[config.mk]
export PLATFORM = sky130hd
export DESIGN_NAME = rename_unit
export DESIGN_NICKNAME = d
export VERILOG_FILES = /design/src/rtl/ren_pkg.sv /design/src/rtl/ren_map_table.sv /design/src/rtl/ren_free_fifo.sv /design/src/rtl/rename_unit.sv
export SDC_FILE = /design/constraint.sdc
export NUM_CORES = 1
export LEC_CHECK = 0
export CORE_AREA = 3 3 105 87
export CTS_CLUSTER_SIZE = 24
export DETAILED_ROUTE_END_ITERATION = 8
export DIE_AREA = 0 0 108 90
export GPL_TIMING_DRIVEN = 1
export PLACE_DENSITY = 0.75
export SLEW_MARGIN = 40
export SYNTH_ARGS = -nofsm -noshare
export SYNTH_HDL_FRONTEND = slang
export SYNTH_HIERARCHICAL = 1
export SYNTH_SLANG_ARGS = --single-unit
[constraint.sdc]
create_clock -name clk -period 2.3 [get_ports clk]
set_input_delay 0.575 -clock clk [delete_from_list [all_inputs] [get_ports clk]]
set_output_delay 0.575 -clock clk [all_outputs]
set_load 0.05 [all_outputs]
[src/rtl/ren_pkg.sv]
// Package: default sizes shared by the rename block and its bench.
// Assumes: physical registers outnumber logical registers.
package ren_pkg;
    localparam int unsigned REN_LOG_REGS  = 8;
    localparam int unsigned REN_PHYS_REGS = 16;

    // Free-list operation in one cycle, used for readable case decoding.
    typedef enum logic [1:0] {
        FL_IDLE = 2'b00,
        FL_POP  = 2'b01,
        FL_PUSH = 2'b10,
        FL_BOTH = 2'b11
    } fl_op_e;
endpackage

[src/rtl/ren_map_table.sv]
// Module: ren_map_table
// Holds one physical tag per logical register and has three
// combinational read ports: two sources and the destination's old value.
// It has one synchronous write port.
// Assumes: at most one write per cycle. Reads return pre-write values.
module ren_map_table #(
    parameter int unsigned NLOG = 8,
    parameter int unsigned PW   = 4,
    localparam int unsigned LW  = (NLOG > 1) ? $clog2(NLOG) : 1
) (
    input  logic          clk,
    input  logic          rst_n,
    input  logic [LW-1:0] rd_a_idx,
    input  logic [LW-1:0] rd_b_idx,
    input  logic [LW-1:0] rd_d_idx,
    output logic [PW-1:0] rd_a_tag,
    output logic [PW-1:0] rd_b_tag,
    output logic [PW-1:0] rd_d_tag,
    input  logic          wr_en,
    input  logic [LW-1:0] wr_idx,
    input  logic [PW-1:0] wr_tag
);
    logic [PW-1:0] table_q [NLOG];

    // Identity mapping on reset, single-entry update otherwise.
    always_ff @(posedge clk) begin
        if (!rst_n) begin
            for (int i = 0; i < int'(NLOG); i++) begin
                table_q[i] <= PW'(i);
            end
        end else if (wr_en) begin
            table_q[wr_idx] <= wr_tag;
        end
    end

    // Source and destination lookups, before this cycle's write.
    always_comb begin
        rd_a_tag = table_q[rd_a_idx];
        rd_b_tag = table_q[rd_b_idx];
        rd_d_tag = table_q[rd_d_idx];
    end

    // A write is visible at its index in the following cycle.
    assert_map_write_R3: assert property (@(posedge clk) disable iff (!rst_n)
        wr_en |=> table_q[$past(wr_idx)] == $past(wr_tag));

    // An entry that is not written keeps its value.
    assert_map_hold_R6: assert property (@(posedge clk) disable iff (!rst_n)
        !wr_en |=> $stable(rd_d_tag) || !$stable(rd_d_idx));
endmodule

[src/rtl/ren_free_fifo.sv]
// Module: ren_free_fifo
// A circular first-in first-out list of unallocated physical tags. At
// reset it is full of tags NLOG .. NPHYS-1 in ascending order.
// Assumes: no pop when empty, and no push when full unless a pop occurs
// in the same cycle.
module ren_free_fifo
    import ren_pkg::*;
#(
    parameter int unsigned NLOG  = 8,
    parameter int unsigned NPHYS = 16,
    parameter int unsigned PW    = 4,
    localparam int unsigned DEPTH = NPHYS - NLOG,
    localparam int unsigned AW    = (DEPTH > 1) ? $clog2(DEPTH) : 1,
    localparam int unsigned CW    = $clog2(DEPTH + 1)
) (
    input  logic          clk,
    input  logic          rst_n,
    input  logic          pop,
    input  logic          push,
    input  logic [PW-1:0] push_tag,
    output logic [PW-1:0] head_tag,
    output logic          empty
);
    logic [PW-1:0] slot_q [DEPTH];
    logic [AW-1:0] rd_ptr_q, wr_ptr_q;
    logic [CW-1:0] count_q;
    logic          full;
    fl_op_e        op;

    // Pointer advance with wrap at DEPTH.
    function automatic logic [AW-1:0] bump(input logic [AW-1:0] p);
        return (p == AW'(DEPTH - 1)) ? '0 : p + 1'b1;
    endfunction

    // Decode the cycle's operation.
    always_comb begin
        op       = fl_op_e'({push, pop});
        empty    = (count_q == '0);
        full     = (count_q == CW'(DEPTH));
        head_tag = slot_q[rd_ptr_q];
    end

    // Slot storage: preload spare tags on reset, write at tail on push.
    always_ff @(posedge clk) begin
        if (!rst_n) begin
            for (int i = 0; i < int'(DEPTH); i++) begin
                slot_q[i] <= PW'(int'(NLOG) + i);
            end
        end else if (push) begin
            slot_q[wr_ptr_q] <= push_tag;
        end
    end

    // Pointer and occupancy bookkeeping.
    always_ff @(posedge clk) begin
        if (!rst_n) begin
            rd_ptr_q <= '0;
            wr_ptr_q <= '0;
            count_q  <= CW'(DEPTH);
        end else begin
            case (op)
                FL_POP: begin
                    rd_ptr_q <= bump(rd_ptr_q);
                    count_q  <= count_q - 1'b1;
                end
                FL_PUSH: begin
                    wr_ptr_q <= bump(wr_ptr_q);
                    count_q  <= count_q + 1'b1;
                end
                FL_BOTH: begin
                    rd_ptr_q <= bump(rd_ptr_q);
                    wr_ptr_q <= bump(wr_ptr_q);
                end
                default: ;
            endcase
        end
    end

    // Allocation only from a non-empty list.
    assert_pop_nonempty_R9: assert property (@(posedge clk) disable iff (!rst_n)
        pop |-> !empty);

    // A release never overflows the list.
    assert_push_room_R7: assert property (@(posedge clk) disable iff (!rst_n)
        push |-> (!full || pop));

    // Pushing onto an empty list makes its tag the next head.
    assert_push_to_head_R7: assert property (@(posedge clk) disable iff (!rst_n)
        (push && empty) |=> head_tag == $past(push_tag));
endmodule

[src/rtl/rename_unit.sv]
// Module: rename_unit
// Renames one instruction per cycle. Source tags come from the mapping
// table before the update. A destination takes the free-list head and
// reports the tag it displaced. The release port refills the list.
// Assumes: released tags are previously displaced tags, each freed once.
module rename_unit
    import ren_pkg::*;
#(
    parameter int unsigned NLOG  = REN_LOG_REGS,
    parameter int unsigned NPHYS = REN_PHYS_REGS,
    localparam int unsigned LW   = (NLOG > 1) ? $clog2(NLOG) : 1,
    localparam int unsigned PW   = $clog2(NPHYS)
) (
    input  logic          clk,
    input  logic          rst_n,
    input  logic          req_valid,
    input  logic [LW-1:0] src_a_lreg,
    input  logic [LW-1:0] src_b_lreg,
    input  logic          req_has_dst,
    input  logic [LW-1:0] dst_lreg,
    output logic          rename_ready,
    output logic [PW-1:0] src_a_ptag,
    output logic [PW-1:0] src_b_ptag,
    output logic [PW-1:0] new_ptag,
    output logic [PW-1:0] old_ptag,
    input  logic          rel_valid,
    input  logic [PW-1:0] rel_ptag
);
    logic fl_empty;
    logic accept;
    logic alloc;

    // Accept and allocate decisions for this cycle.
    always_comb begin
        rename_ready = !fl_empty;
        accept       = req_valid && rename_ready;
        alloc        = accept && req_has_dst;
    end

    ren_map_table #(.NLOG(NLOG), .PW(PW)) u_map (
        .clk      (clk),
        .rst_n    (rst_n),
        .rd_a_idx (src_a_lreg),
        .rd_b_idx (src_b_lreg),
        .rd_d_idx (dst_lreg),
        .rd_a_tag (src_a_ptag),
        .rd_b_tag (src_b_ptag),
        .rd_d_tag (old_ptag),
        .wr_en    (alloc),
        .wr_idx   (dst_lreg),
        .wr_tag   (new_ptag)
    );

    ren_free_fifo #(.NLOG(NLOG), .NPHYS(NPHYS), .PW(PW)) u_free (
        .clk      (clk),
        .rst_n    (rst_n),
        .pop      (alloc),
        .push     (rel_valid),
        .push_tag (rel_ptag),
        .head_tag (new_ptag),
        .empty    (fl_empty)
    );

    // A fresh tag never aliases the mapping it replaces.
    assert_fresh_tag_R10: assert property (@(posedge clk) disable iff (!rst_n)
        alloc |-> new_ptag != old_ptag);

    // With nothing released, a stall keeps the block stalled.
    assert_stall_holds_R9: assert property (@(posedge clk) disable iff (!rst_n)
        (!rename_ready && !rel_valid) |=> !rename_ready);

    // A source read of the destination sees the displaced tag.
    assert_src_old_R5: assert property (@(posedge clk) disable iff (!rst_n)
        (alloc && src_a_lreg == dst_lreg) |-> src_a_ptag == old_ptag);
endmodule

==> flow_metrics.py, run 1 <==
metrics = {
    "logic_synthesis": {
        "synthCells": 303,
        "synthArstFlopShare": 0,
        "synth-seq-cells": 77,
        "yosysWarningCount": 6,
        "syn_area_sq_mm": 0.004264,
        "synth_top_area_cell": "edfxtp_1",
        "synth_edf_count": 64,
        "synth_top_area_frac": 0.4507,
        "synthTopCellsByCount": "edfxtp_1 (64), mux4_1 (32), or3_1 (26)",
        "ys.flop_type": "edfxtp_1",
        "synth.most_common_cell": "edfxtp_1",
        "seq_area_frac_synth": 0.5117,
        "avgSynthCellArea_sq_um": 14.07,
        "syn_nets": 331,
        "ys_top_cells_by_area": "edfxtp_1 (45%), mux4_1 (20%), dfxtp_1 (6.1%)",
        "synthDistinctLibCells": 31,
    },
    "worst_setup_path": {
        "reg2reg_slack_ns": 0.03,
        "critical_path.endpoint_type": "output port",
        "arrival_ns": 1.82,
        "cp_top_family": "multiplexers",
        "path_max_fanout": 4,
        "slowest_stage": "mux4_2",
        "critPathKind": "reg2out",
        "crit_path_cell_trace": "buf_6 -> mux4_2 -> mux2_4 -> buf_8",
        "cp.required_ns": 1.73,
        "cp_num_buf_inv": 2,
        "max_stage_delay_ns": 0.53,
        "crit_path_start_kind": "flip-flop",
    },
    "finish": {
        "finalNetCount": 411,
        "stdcell_count": 496,
        "drive_gt1_frac": 0.3969,
        "fill_cells": 572,
        "area_growth_pct": 28.14,
        "antenna_cells": 0,
        "fin_util": 0.6814,
    },
    "routing": {
        "drt-total-wl_um": 9763,
        "drc": 0,
        "drtAntennaViolNets": 0,
        "dr.pass1.iters": 5,
        "vias": 2927,
        "drt_iter0_drc": 229,
        "post_drt_wl_per_cell_um": 19.68,
        "vias_per_cell": 5.901,
    },
    "grt": {
        "grt_pass1_vias": 2938,
        "globalRouteOverflowTotal": 0,
        "grt_antenna_before_repair": 0,
        "grt_pass1_wl_um": 15260,
        "grt_start_max_net_pins": 21,
        "track_usage": 0.2065,
    },
    "power": {
        "powerDensity_mw_per_mm2": 635.2,
        "power.leakage_nw": 1.880,
        "ir_drop_mv": 0.4136,
    },
    "clock_network": {
        "insertion_delay_ns": 0.35,
        "cts_tree": "yes",
        "cts_max_level": 3,
        "cts_sinks": 77,
        "clockBufferDepth": 2,
        "ctsHoldBuffers": 0,
        "clk_pin_slew_ns": 0.08,
        "numCtsBuffers": 9,
        "root_buffer": "clkbuf_8",
    },
    "sta": {
        "hold_viol": 0,
        "rsz0062_at_grt": "true",
        "tns_ns": -0.4563,
        "finalSetupViolCount": 13,
        "layout_setup_ws_ns": -0.09632,
        "fin_crit_sh": 1.042,
        "drv_slew": 0,
        "timing.final.crit_period_ns": 2.396,
        "skew_ns": 0.009765,
        "maxSlewHeadroom": 0.6754,
        "tightest_slew_ns": 0.4889,
        "fmax_ghz": 0.4173,
    },
    "floorplan": {
        "initial_utilization": 0.5318,
        "fp.dieW_um": 108,
        "die_area_sq_mm": 0.009720,
        "floorplan.die.height_um": 90,
        "io_pins": 35,
        "rows": 29,
        "fp.coreArea_sq_mm": 0.008019,
    },
    "run": {
        "max-cap-violations": 0,
    },
    "status": {
        "failed_checks": "negative setup slack",
        "status": "finished, violations left",
    },
    "place": {
        "dp.cells": 470,
        "port_buffers": 34,
        "hpwl_um": 6883,
        "post-place-ws_ns": -0.5605,
        "gp_congestion": 0.8792,
    },
    "worst_hold_path": {
        "hp-class": "reg2reg",
    },
}
## per-stage QoR
stage | cell area, sq um | power, mW | hold WS [ns]
2_1_floorplan | 4288 | 2.092 | 0.4642
3_3_place_gp | 5047 | 2.372 | 0.4825
3_5_place_dp | 5047 | 2.394 | 0.4902
4_1_cts | 5383 | 3.439 | 0.5022
5_1_grt | 5464 | 3.620 | 0.5349
6_report | 5464 | 3.471 | 0.5050
## sequential cells by signal, indices dropped and copies added, names as in the netlist, named ones only
signal and flops:
u_free/slot_q 32, u_map/table_q 32, u_free/count_q 4, u_free/rd_ptr_q 3
u_free/wr_ptr_q 3
## worst min-delay path: stages (launching register included)
cell and delay, ns:
dfxtp_1 0.34, nand2_1 0.06, a21boi_0 0.06
## report_power, final
| part | internal [mW] | switching [mW] |
|---|---|---|
| clock network | 0.449 | 0.490 |
| registers | 1.57 | 0.0563 |
| logic | 0.465 | 0.444 |
## worst paths after layout
path                              startpoint                           endpoint  depth (start not counted)
max reg2reg                        flip-flop  u_map/table_q[2][1]$_SDFFCE_PN1P_                          7
min reg2reg  u_free/wr_ptr_q[1]$_SDFFE_PN0P_    u_free/wr_ptr_q[1]$_SDFFE_PN0P_                          2
max                                flip-flop                        new_ptag[1]                          4
min          u_free/wr_ptr_q[1]$_SDFFE_PN0P_    u_free/wr_ptr_q[1]$_SDFFE_PN0P_                          2
## metal layers
metal | track usage | routed length (um) | part of all wire
met4 | 0.05258 | 87 | 0.0089
met5 | 0 | 0 | 0
met3 | 0.04585 | 524 | 0.054
met1 | 0.2909 | 4359 | 0.45
met2 | 0.3271 | 4791 | 0.49
## kinds of logic (layout without fill, tap and decap cells)
group,after synthesis,in the layout,share of synthesized area
xor gates and xnor gates,2,2,0.004109
and+or+nand+nor,100,100,0.1320
buffers and inverters,36,121,0.03932
DFF,77,77,0.5117
AOI/OAI and AO/OA,28,28,0.03726
adders and majority gates,10,10,0.03110
muxes,50,50,0.2444
## cells in the final DEF, fill, tap and decap left out, drive strengths merged
cell           instances
dfxtp                 13
edfxtp                64
nor2                   5
mux2                  17
fa                     1
nand3                  3
clkinvlp               3
dlygate4sd2            5
clkbuf                11
nor3                  22
nand2                 10
nand2b                10
or3                   26
o21ai                 17
mux4                  32
nor2b                  3
buf                   79
and2                   7
clkinv                 2
nor4                  10
and3b                  1
o31ai                  2
ha                     9
a211oi                 1
a21oi                  3
nand3b                 2
a21boi                 4
a31oi                  1
or4                    1
mux2i                  1
inv                   11
clkdlybuf4s50         10
xnor2                  2
## area by class of cell
| cell class | count | area (sq um) | area share |
|---|---|---|---|
| sequential | 77 | 2185 | 0.3998 |
| multi-input combinational | 190 | 1932 | 0.3536 |
| timing repair buffer | 94 | 982.2 | 0.1798 |
| clock buffer | 11 | 151.4 | 0.02771 |
| tap | 108 | 135.1 | 0.02473 |
| inverter | 11 | 43.79 | 0.008015 |
| clock inverter | 5 | 35.03 | 0.006412 |
## repair_timing
action	CTS	global route
setup endpoints to repair	18	18
gates cloned	2	0
pin swaps	1	8
setup buffers	4	4
hold endpoints to repair	0	0
resized for setup	104	15
(Power assumes the default switching activity.)
==> run 2: changes to the inputs <==
--- a/config.mk
+++ b/config.mk
@@ -11,6 +11,7 @@
 export DIE_AREA = 0 0 108 90
 export GPL_TIMING_DRIVEN = 1
 export PLACE_DENSITY = 0.75
+export RECOVER_POWER = 50
 export SLEW_MARGIN = 40
 export SYNTH_ARGS = -nofsm -noshare
 export SYNTH_HDL_FRONTEND = slang
==> constraint.sdc (replaced) <==
create_clock -name clk -period 2.3 [get_ports clk]
set_input_delay 0.575 -clock clk [delete_from_list [all_inputs] [get_ports clk]]
set_output_delay 0.575 -clock clk [all_outputs]
set_load 0.005 [all_outputs]
==> flow_metrics.py, run 2 (synthesis gave the netlist of run 1 again) <==
metrics = {
    "finish": {
        "antenna_cells": 0,
        "layout_common_cells": "edfxtp_1 (64), buf_4 (46), buf_6 (32), mux4_2 (32), or3_1 (26)",
        "post-route-cell-area_sq_mm": 0.005469,
        "final_common_cell": "edfxtp_1",
        "largestRegisters": "u_free/slot_q (32), u_map/table_q (32), u_free/count_q (4)",
        "drive_gt1_frac": 0.4050,
        "area_growth_pct": 28.26,
        "finalNetCount": 423,
        "fin_util": 0.6820,
    },
    "routing": {
        "drt-total-wl_um": 9916,
        "drc": 0,
        "route.met3.wl_um": 818,
        "dr.pass1.iters": 5,
        "post_drt_wl_per_cell_um": 19.52,
        "drtAntennaViolNets": 0,
        "wl_met1_um": 4279,
        "drt_iter0_drc": 232,
        "vias": 2967,
        "dr_wl_met2_um": 4708,
        "vias_per_cell": 5.841,
        "topRoutingLayerUsed": "met4",
    },
    "worst_setup_path": {
        "slowest_stage": "mux4_2",
        "crit_path_start_kind": "flip-flop",
        "arrival_ns": 1.77,
        "cp.required_ns": 1.73,
        "crit_path_cell_trace": "buf_12 -> mux4_2 -> mux2_4 -> buf_6",
        "worstRegToRegCells": 10,
        "critPathKind": "reg2out",
        "path_max_fanout": 8,
        "critical_path.endpoint_type": "output port",
        "max_stage_delay_ns": 0.53,
        "reg2reg_slack_ns": 0,
    },
    "sta": {
        "timing.final.crit_period_ns": 2.347,
        "hold_viol": 0,
        "skew_ns": 0.01194,
        "layout_setup_ws_ns": -0.04739,
        "tightest_slew_ns": 0.6314,
        "tns_ns": -0.1636,
        "rsz0062_at_grt": "true",
        "fin_crit_sh": 1.021,
        "finalSetupViolCount": 5,
        "drv_slew": 0,
        "fmax_ghz": 0.4260,
        "maxSlewHeadroom": 0.5791,
    },
    "floorplan": {
        "fp.dieW_um": 108,
        "floorplan.die.height_um": 90,
        "die_area_sq_mm": 0.009720,
        "rows": 29,
        "fp.coreArea_sq_mm": 0.008019,
        "initial_utilization": 0.5318,
        "io_pins": 35,
    },
    "grt": {
        "grt_antenna_before_repair": 0,
        "grt_pass1_vias": 3103,
        "track_usage": 0.2206,
        "grt_start_max_net_pins": 17,
        "grt_pass1_wl_um": 16430,
        "globalRouteOverflowTotal": 0,
    },
    "worst_hold_path": {
        "hold_depth": 2,
        "hp-class": "reg2reg",
    },
    "clock_network": {
        "root_buffer": "clkbuf_8",
        "clk_pin_slew_ns": 0.08,
        "clockBufferDepth": 2,
        "insertion_delay_ns": 0.35,
        "ctsHoldBuffers": 0,
        "cts_sinks": 77,
        "numCtsBuffers": 9,
        "cts_tree": "yes",
        "cts_max_level": 3,
    },
    "place": {
        "port_buffers": 34,
        "place_area_sq_mm": 0.005075,
        "hpwl_um": 7003,
        "gp_congestion": 0.8290,
    },
    "power": {
        "power.leakage_nw": 1.897,
        "ir_drop_mv": 0.4778,
        "powerDensity_mw_per_mm2": 616.6,
    },
    "run": {
        "max-cap-violations": 0,
    },
    "status": {
        "status": "finished, violations left",
        "failed_checks": "negative setup slack",
    },
}
-- run 2: final timing paths --
check	start	endpoint
max	flip-flop	new_ptag[3]
min	u_free/rd_ptr_q[1]$_SDFFE_PN0N_	u_free/rd_ptr_q[1]$_SDFFE_PN0N_
max reg2reg	u_free/count_q[3]$_SDFFE_PN1P_	u_free/count_q[3]$_SDFFE_PN1P_
min reg2reg	u_free/rd_ptr_q[1]$_SDFFE_PN0N_	u_free/rd_ptr_q[1]$_SDFFE_PN0N_
-- run 2: timing repair --
| action | 4_1_cts | 5_1_grt |
|---|---|---|
| setup endpoints to repair | 17 | 19 |
| cloned | 1 | 0 |
| resized for setup | 167 | 9 |
| pin swaps | 2 | 2 |
| buffers inserted | 23 | 1 |
-- run 2: critical path: cells and delay by family, from the launching register on --
family	cells	cell delay, ns
mux	2	0.83
buf+inv	2	0.26
flops	1	0.34
-- run 2: cell type report --
class / instances / area, sq um
multi-input cells: 190 / 1907
clock inverters: 6 / 71.32
clock buffers: 10 / 127.6
flip-flops and latches: 77 / 2185
inverters: 11 / 41.29
well taps: 108 / 135.1
fillers: 571 / 2550
repair buffers: 106 / 1002
-- run 2: where the power goes --
part	switching (mW)	internal, mW	total, mW
Clock	0.500	0.508	1.01
Combinational	0.311	0.427	0.738
Sequential	0.0577	1.57	1.63
-- run 2: per-stage QoR --
| stage | setup slack (ns) | total power, mW | instances | hold WS, ns |
|---|---|---|---|---|
| 2_1_floorplan | 0.03148 | 1.973 | 303 | 0.4642 |
| 3_3_place_gp | -0.7869 | 2.248 | 470 | 0.4807 |
| 3_5_place_dp | -0.8386 | 2.273 | 470 | 0.4991 |
| 4_1_cts | -0.07674 | 3.378 | 510 | 0.5118 |
| 5_1_grt | -0.1180 | 3.532 | 508 | 0.5360 |
| 6_report | -0.04739 | 3.372 | 508 | 0.5059 |
-- run 2: routing by layer --
| layer | up-vias | global-route usage |
|---|---|---|
| met4 | 0 | 0.05994 |
| met3 | 13 | 0.05301 |
| li1 | 1373 | - |
| met1 | 1444 | 0.3205 |
| met5 | - | 0 |
| met2 | 137 | 0.3344 |
